<file path="src/rtl/dram_bank_pkg.sv">
package dram_bank_pkg;

    typedef enum logic [1:0] {
        OP_PRE = 2'b00,
        OP_ACT = 2'b01,
        OP_RD  = 2'b10,
        OP_WR  = 2'b11
    } bank_op_e;

    typedef enum logic [1:0] {
        RK_EMPTY,
        RK_HIT,
        RK_CONFLICT
    } row_kind_e;

    typedef enum logic [1:0] {
        ST_IDLE,
        ST_WORK,
        ST_CLOSE
    } seq_state_e;

    // Index of each spacing counter
    localparam int GAP_RC  = 0;
    localparam int GAP_RCD = 1;
    localparam int GAP_RP  = 2;
    localparam int GAP_WTR = 3;
    localparam int GAP_N   = 4;

endpackage

</file>
<file path="src/rtl/bank_gap_timer.sv">
module bank_gap_timer #(
    parameter int unsigned GAP   = 4,
    parameter int unsigned CNT_W = 4
) (
    input  logic clk,
    input  logic rst_n,
    input  logic load_i,
    output logic zero_o
);
    localparam logic [CNT_W-1:0] RELOAD = CNT_W'(GAP - 1);

    logic [CNT_W-1:0] cnt_d, cnt_q;

    always_comb begin
        cnt_d = cnt_q;
        if (load_i) begin
            cnt_d = RELOAD;
        end else if (cnt_q != '0) begin
            cnt_d = cnt_q - 1'b1;
        end
    end

    always_ff @(posedge clk) begin
        if (!rst_n) begin
            cnt_q <= '0;
        end else begin
            cnt_q <= cnt_d;
        end
    end

    assign zero_o = (cnt_q == '0);
endmodule

</file>
<file path="src/rtl/bank_row_match.sv">
module bank_row_match
    import dram_bank_pkg::*;
#(
    parameter int unsigned ROW_W = 14
) (
    input  logic             open_i,
    input  logic [ROW_W-1:0] open_row_i,
    input  logic [ROW_W-1:0] row_i,
    output row_kind_e        kind_o
);
    always_comb begin
        if (!open_i) begin
            kind_o = RK_EMPTY;
        end else if (open_row_i == row_i) begin
            kind_o = RK_HIT;
        end else begin
            kind_o = RK_CONFLICT;
        end
    end
endmodule

</file>
<file path="src/rtl/dram_bank_seq.sv">
module dram_bank_seq
    import dram_bank_pkg::*;
#(
    parameter int unsigned ROW_W = 14,
    parameter int unsigned COL_W = 11,
    parameter int unsigned LEN_W = 3,
    parameter int unsigned T_RC  = 8,
    parameter int unsigned T_RCD = 3,
    parameter int unsigned T_RP  = 3,
    parameter int unsigned T_WTR = 4
) (
    input  logic             clk,
    input  logic             rst_n,
    input  logic             closed_pol,
    input  logic             req_valid,
    output logic             req_ready,
    input  logic [ROW_W-1:0] req_row,
    input  logic [COL_W-1:0] req_col,
    input  logic             req_wr,
    input  logic [LEN_W-1:0] req_len,
    output logic             cmd_valid,
    output logic [1:0]       cmd_op,
    output logic [ROW_W-1:0] cmd_row,
    output logic [COL_W-1:0] cmd_col,
    output logic             done
);
    localparam int unsigned MAX_A = (T_RC > T_RCD) ? T_RC : T_RCD;
    localparam int unsigned MAX_B = (T_RP > T_WTR) ? T_RP : T_WTR;
    localparam int unsigned MAX_G = (MAX_A > MAX_B) ? MAX_A : MAX_B;
    localparam int unsigned CNT_W = $clog2(MAX_G + 1);
    localparam int unsigned GAPS [GAP_N] = '{T_RC, T_RCD, T_RP, T_WTR};

    typedef struct packed {
        seq_state_e       state;
        logic             open;
        logic [ROW_W-1:0] open_row;
        logic [ROW_W-1:0] row;
        logic [COL_W-1:0] col;
        logic             wr;
        logic [LEN_W-1:0] left;
    } seq_regs_t;

    seq_regs_t  r_d, r_q;
    row_kind_e  kind;
    logic [GAP_N-1:0] gap_load;
    logic [GAP_N-1:0] gap_zero;
    bank_op_e   op;

    for (genvar g = 0; g < GAP_N; g++) begin : g_gap
        bank_gap_timer #(
            .GAP   (GAPS[g]),
            .CNT_W (CNT_W)
        ) u_timer (
            .clk    (clk),
            .rst_n  (rst_n),
            .load_i (gap_load[g]),
            .zero_o (gap_zero[g])
        );
    end

    bank_row_match #(.ROW_W(ROW_W)) u_match (
        .open_i     (r_q.open),
        .open_row_i (r_q.open_row),
        .row_i      (r_q.row),
        .kind_o     (kind)
    );

    always_comb begin
        r_d       = r_q;
        req_ready = 1'b0;
        cmd_valid = 1'b0;
        op        = OP_PRE;
        cmd_row   = r_q.row;
        cmd_col   = r_q.col;
        done      = 1'b0;
        gap_load  = '0;
        unique case (r_q.state)
            ST_IDLE: begin
                req_ready = 1'b1;
                if (req_valid) begin
                    r_d.row   = req_row;
                    r_d.col   = req_col;
                    r_d.wr    = req_wr;
                    r_d.left  = req_len;
                    r_d.state = ST_WORK;
                end
            end
            ST_WORK: begin
                unique case (kind)
                    RK_CONFLICT: begin
                        cmd_valid        = 1'b1;
                        op               = OP_PRE;
                        cmd_row          = r_q.open_row;
                        r_d.open         = 1'b0;
                        gap_load[GAP_RP] = 1'b1;
                    end
                    RK_EMPTY: begin
                        if (gap_zero[GAP_RC] && gap_zero[GAP_RP]) begin
                            cmd_valid         = 1'b1;
                            op                = OP_ACT;
                            r_d.open          = 1'b1;
                            r_d.open_row      = r_q.row;
                            gap_load[GAP_RC]  = 1'b1;
                            gap_load[GAP_RCD] = 1'b1;
                        end
                    end
                    default: begin
                        if (gap_zero[GAP_RCD] && (r_q.wr || gap_zero[GAP_WTR])) begin
                            cmd_valid         = 1'b1;
                            op                = r_q.wr ? OP_WR : OP_RD;
                            gap_load[GAP_WTR] = r_q.wr;
                            r_d.col           = r_q.col + 1'b1;
                            r_d.left          = r_q.left - 1'b1;
                            if (r_q.left == '0) begin
                                done = 1'b1;
                                if (closed_pol && !(req_valid && req_row == r_q.row)) begin
                                    r_d.state = ST_CLOSE;
                                end else begin
                                    r_d.state = ST_IDLE;
                                end
                            end
                        end
                    end
                endcase
            end
            default: begin
                cmd_valid        = 1'b1;
                op               = OP_PRE;
                cmd_row          = r_q.open_row;
                r_d.open         = 1'b0;
                gap_load[GAP_RP] = 1'b1;
                r_d.state        = ST_IDLE;
            end
        endcase
        cmd_op = op;
    end

    always_ff @(posedge clk) begin
        if (!rst_n) begin
            r_q <= '{state: ST_IDLE, open: 1'b0, open_row: '0, row: '0,
                     col: '0, wr: 1'b0, left: '0};
        end else begin
            r_q <= r_d;
        end
    end
endmodule

</file>
<file path="config.mk">
export PLATFORM = sky130hd
export DESIGN_NAME = dram_bank_seq
export DESIGN_NICKNAME = d
export VERILOG_FILES = /design/src/rtl/dram_bank_pkg.sv /design/src/rtl/bank_gap_timer.sv /design/src/rtl/bank_row_match.sv /design/src/rtl/dram_bank_seq.sv
export SDC_FILE = /design/constraint.sdc
export NUM_CORES = 1
export LEC_CHECK = 0
export BUFFER_PORTS_ARGS = -buffer_cell sky130_fd_sc_hd__buf_2
export CAP_MARGIN = 20
export CORE_MARGIN = 4
export CORE_UTILIZATION = 50
export DETAILED_ROUTE_END_ITERATION = 6
export PLACE_DENSITY = 0.73
export SETUP_SLACK_MARGIN = 0.3
export SYNTH_ARGS = -nofsm -noshare
export SYNTH_HDL_FRONTEND = slang
export SYNTH_SLANG_ARGS = --single-unit
</file>
<file path="constraint.sdc">
create_clock -name clk -period 3.13 [get_ports clk]
set_input_delay 0.1565 -clock clk [delete_from_list [all_inputs] [get_ports clk]]
set_output_delay 0.1565 -clock clk [all_outputs]
set_load 0.01 [all_outputs]
</file>
==> metrics.cfg <==
[status]
status = completed

[layout]
seqCellArea_mm2 = 0.001241
layout_common_cells = 76 x nand2_1, 62 x dfxtp_1, 62 x buf_2, 50 x a21oi_1, 25 x nor2_1
final_common_cell = nand2_1
multi_input_comb_area_mm2 = 0.001937
fin_cells = 551
drive_above_1_share = 0.2194
syn2layout_area_growth_pct = 15.05
n_fill_cell = 603
fin_nets = 509
diodes = 0
fin_area_mm2 = 0.003902

[setup_path]
max_stage_delay_ns = 0.37
required_ns = 2.97
r2r_slack_ns = 0.73
end_kind = output pin
path_class = reg2out
slowest_stage = nor2_1
startpoint_type = register
path_cells = xor2_1 -> nor4_1 -> nand4_2 -> nor2_1 -> nand3_1 -> o41ai_1 -> buf_2
crit_fanout = 8
rr_worst_depth = 7
r2r-end = cmd_col[4]$_SDFFE_PN0P_
r2r-start = r_q[44]$_SDFFE_PN0P_
timing.critical_path.arrival_ns = 2.49

[worst_hold_path]
holdCritStartpoint = req_row[0]
hp-class = in2reg
hold_depth = 3
hold_end = r_q[15]$_SDFFE_PN0P_

[sta]
min_period_ns = 2.647
hold-worst-slack_ns = 0.06854
finalHoldViolCount = 0
relSlewSlack = 0.4842
final_max_slew_viol_count = 0
timing.final.ws_setup_ns = 0.4825
finClkSkew_ns = 0.009528
setup_violations = 0
fmax_mhz = 377.7
fin_crit_sh = 0.8458
tightest_slew_ns = 0.7738
rsz0062_at_grt = false
finalSetupTns_ns = 0

[synth]
ys_ff_latch = 62
synth.distinct_cells = 54
syn_inst = 421
seq_area_frac_synth = 0.3659
ys_async_sr_fraction = 0
syn-num-nets = 460
yosysWarnings = 0
syn_area_mm2 = 0.003392
synthFlopType = dfxtp_1
synth-edff-count = 0
yosysTopAreaCell = dfxtp_1
synth_top_area_share = 0.3659
avgSynthCellArea_um2 = 8.057
netlist_top_cells_area = dfxtp_1 37%, nand2_1 8.4%, a21oi_1 7.4%

[clocking]
htree_levels = 3
clk_pin_slew_ns = 0.07
clock_latency_ns = 0.34
cts.sinks = 62
clockRootBuffer = clkbuf_8
cts_tree = done
cts_made_buffers = 9
cts.path.max_buffers = 2

[die]
die_area_mm2 = 0.008166
core_mm2 = 0.006459
die_h_um = 90.37
die_w_um = 90.37
num_io_pins = 63
fp-row-count = 29
floorplan.initialDensity = 0.5252

[drt]
drtPass1Iterations = 5
drt_iter0_markers = 171
dr_total_vias = 3093
post_drt_via_cell_ratio = 5.613
postRouteAntennaNets = 0
drc = 0
wl_per_cell_um = 15.54
wl_mm = 8.563

[pwr]
peakVddDrop_v = 0.0003059
leakagePower_nw = 1.678
p_per_area_mw_per_mm2 = 594.3

[job]
cap_violations = 0

[grt]
grt_util_all_layers = 0.2102
grt_pass1_vias = 2846
grt-ovfl-total = 0
antenna_found_initial = 0
grt_pass1_wl_mm = 13.90
grt_max_degree = 45

[place]
gp_congestion = 0.8479
portBuffers = 62
dp_hpwl_mm = 5.775
place_area_mm2 = 0.003669
dp.cells = 535
dp_slack_ns = 0.6155

## cell type report
cell class / count / share of cell area
tap: 77 / 0.02469
sequential: 62 / 0.3181
clock buffer: 12 / 0.04232
inverter: 10 / 0.009618
timing repair buffer: 70 / 0.09811
clock inverter: 3 / 0.01090
multi-input combinational: 317 / 0.4963
## routing by layer
| metal | vias up | GRT usage | wire length, µm |
|---|---|---|---|
| met2 | 109 | 0.3398 | 4046 |
| met1 | 1417 | 0.2745 | 3764 |
| li1 | 1553 | - | - |
| met5 | - | 0 | 0 |
| met3 | 14 | 0.03417 | 570 |
| met4 | 0 | 0.09694 | 180 |
## power breakdown
part           internal [mW]  switching [mW]
Sequential             0.870          0.0855
Clock                  0.427           0.308
Combinational          0.275           0.353
## cell families (layout without fill, tap and decap cells)
| kind of cell | count (synthesis) | after routing | share of synthesized area |
|---|---|---|---|
| AO/OA/AOI/OAI | 94 | 94 | 0.1660 |
| XOR/XNOR | 34 | 34 | 0.08779 |
| adder cells (fa/ha/maj) | 6 | 6 | 0.02213 |
| buffers and inverters | 42 | 95 | 0.06492 |
| flip-flops | 62 | 62 | 0.3659 |
| multiplexers | 16 | 16 | 0.05275 |
| AND/OR/NAND/NOR | 167 | 167 | 0.2405 |
## timing repair
action                                  4_1_cts  5_1_grt
gates resized for setup                       0        1
pin swaps                                     1        0
hold buffers                                  0        0
endpoints found under the hold margin         0        0
cloned                                        0        0
buffers inserted                              1        0
endpoints found under the setup margin       14        1
## through the flow
| stage | util | power [mW] |
|---|---|---|
| after global routing | 0.6042 | 2.445 |
| after detailed placement | 0.5680 | 1.581 |
| after floorplan | - | 1.421 |
| final | 0.6042 | 2.319 |
| after global placement | 0.5680 | 1.560 |
| after CTS | 0.6033 | 2.313 |
## worst max-delay path, delay by kind of cell (launching register included)
kind / cells / cell delay (ns)
compound gates: 1 / 0.13
xor+xnor: 1 / 0.18
buf+inv: 1 / 0.21
flops: 1 / 0.36
simple gates: 4 / 1.27
## sequential cells by signal, summed over array words and instances (netlist names)
register             count
cmd_col                 11
g_gap.u_timer.cnt_q     16
r_q                     35
## synthesized netlist by cell type (all sizes together), types with 7 or more instances
cell type  count
buf           18
xor2          16
nand2         77
nor4           7
mux2          15
xnor2         18
nor2          25
dfxtp         62
o21ai         15
nor3          11
a21oi         50
inv            9
and3           8
nand3         11
clkbuf        14
## worst max-delay path by stage
| stage | depth (start not counted) | from | slack [ns] | to |
|---|---|---|---|---|
| 6_report | 7 | r_q[28]$_SDFFE_PN0P_ | 0.48 | cmd_op[0] |
| 5_1_grt | 7 | r_q[28]$_SDFFE_PN0P_ | 0.32 | cmd_op[0] |
| 3_3_place_gp | 6 | r_q[27]$_SDFFE_PN0P_ | 0.70 | cmd_row[10] |
| 4_1_cts | 8 | g_gap[3].u_timer.cnt_q[0]$_SDFFE_PN0P_ | 0.47 | done |
| 2_1_floorplan | 6 | r_q[28]$_SDFFE_PN0P_ | 1.01 | cmd_row[11] |
| 3_5_place_dp | 6 | r_q[28]$_SDFFE_PN0P_ | 0.62 | cmd_row[2] |
Power figures use the tool's default switching activity.
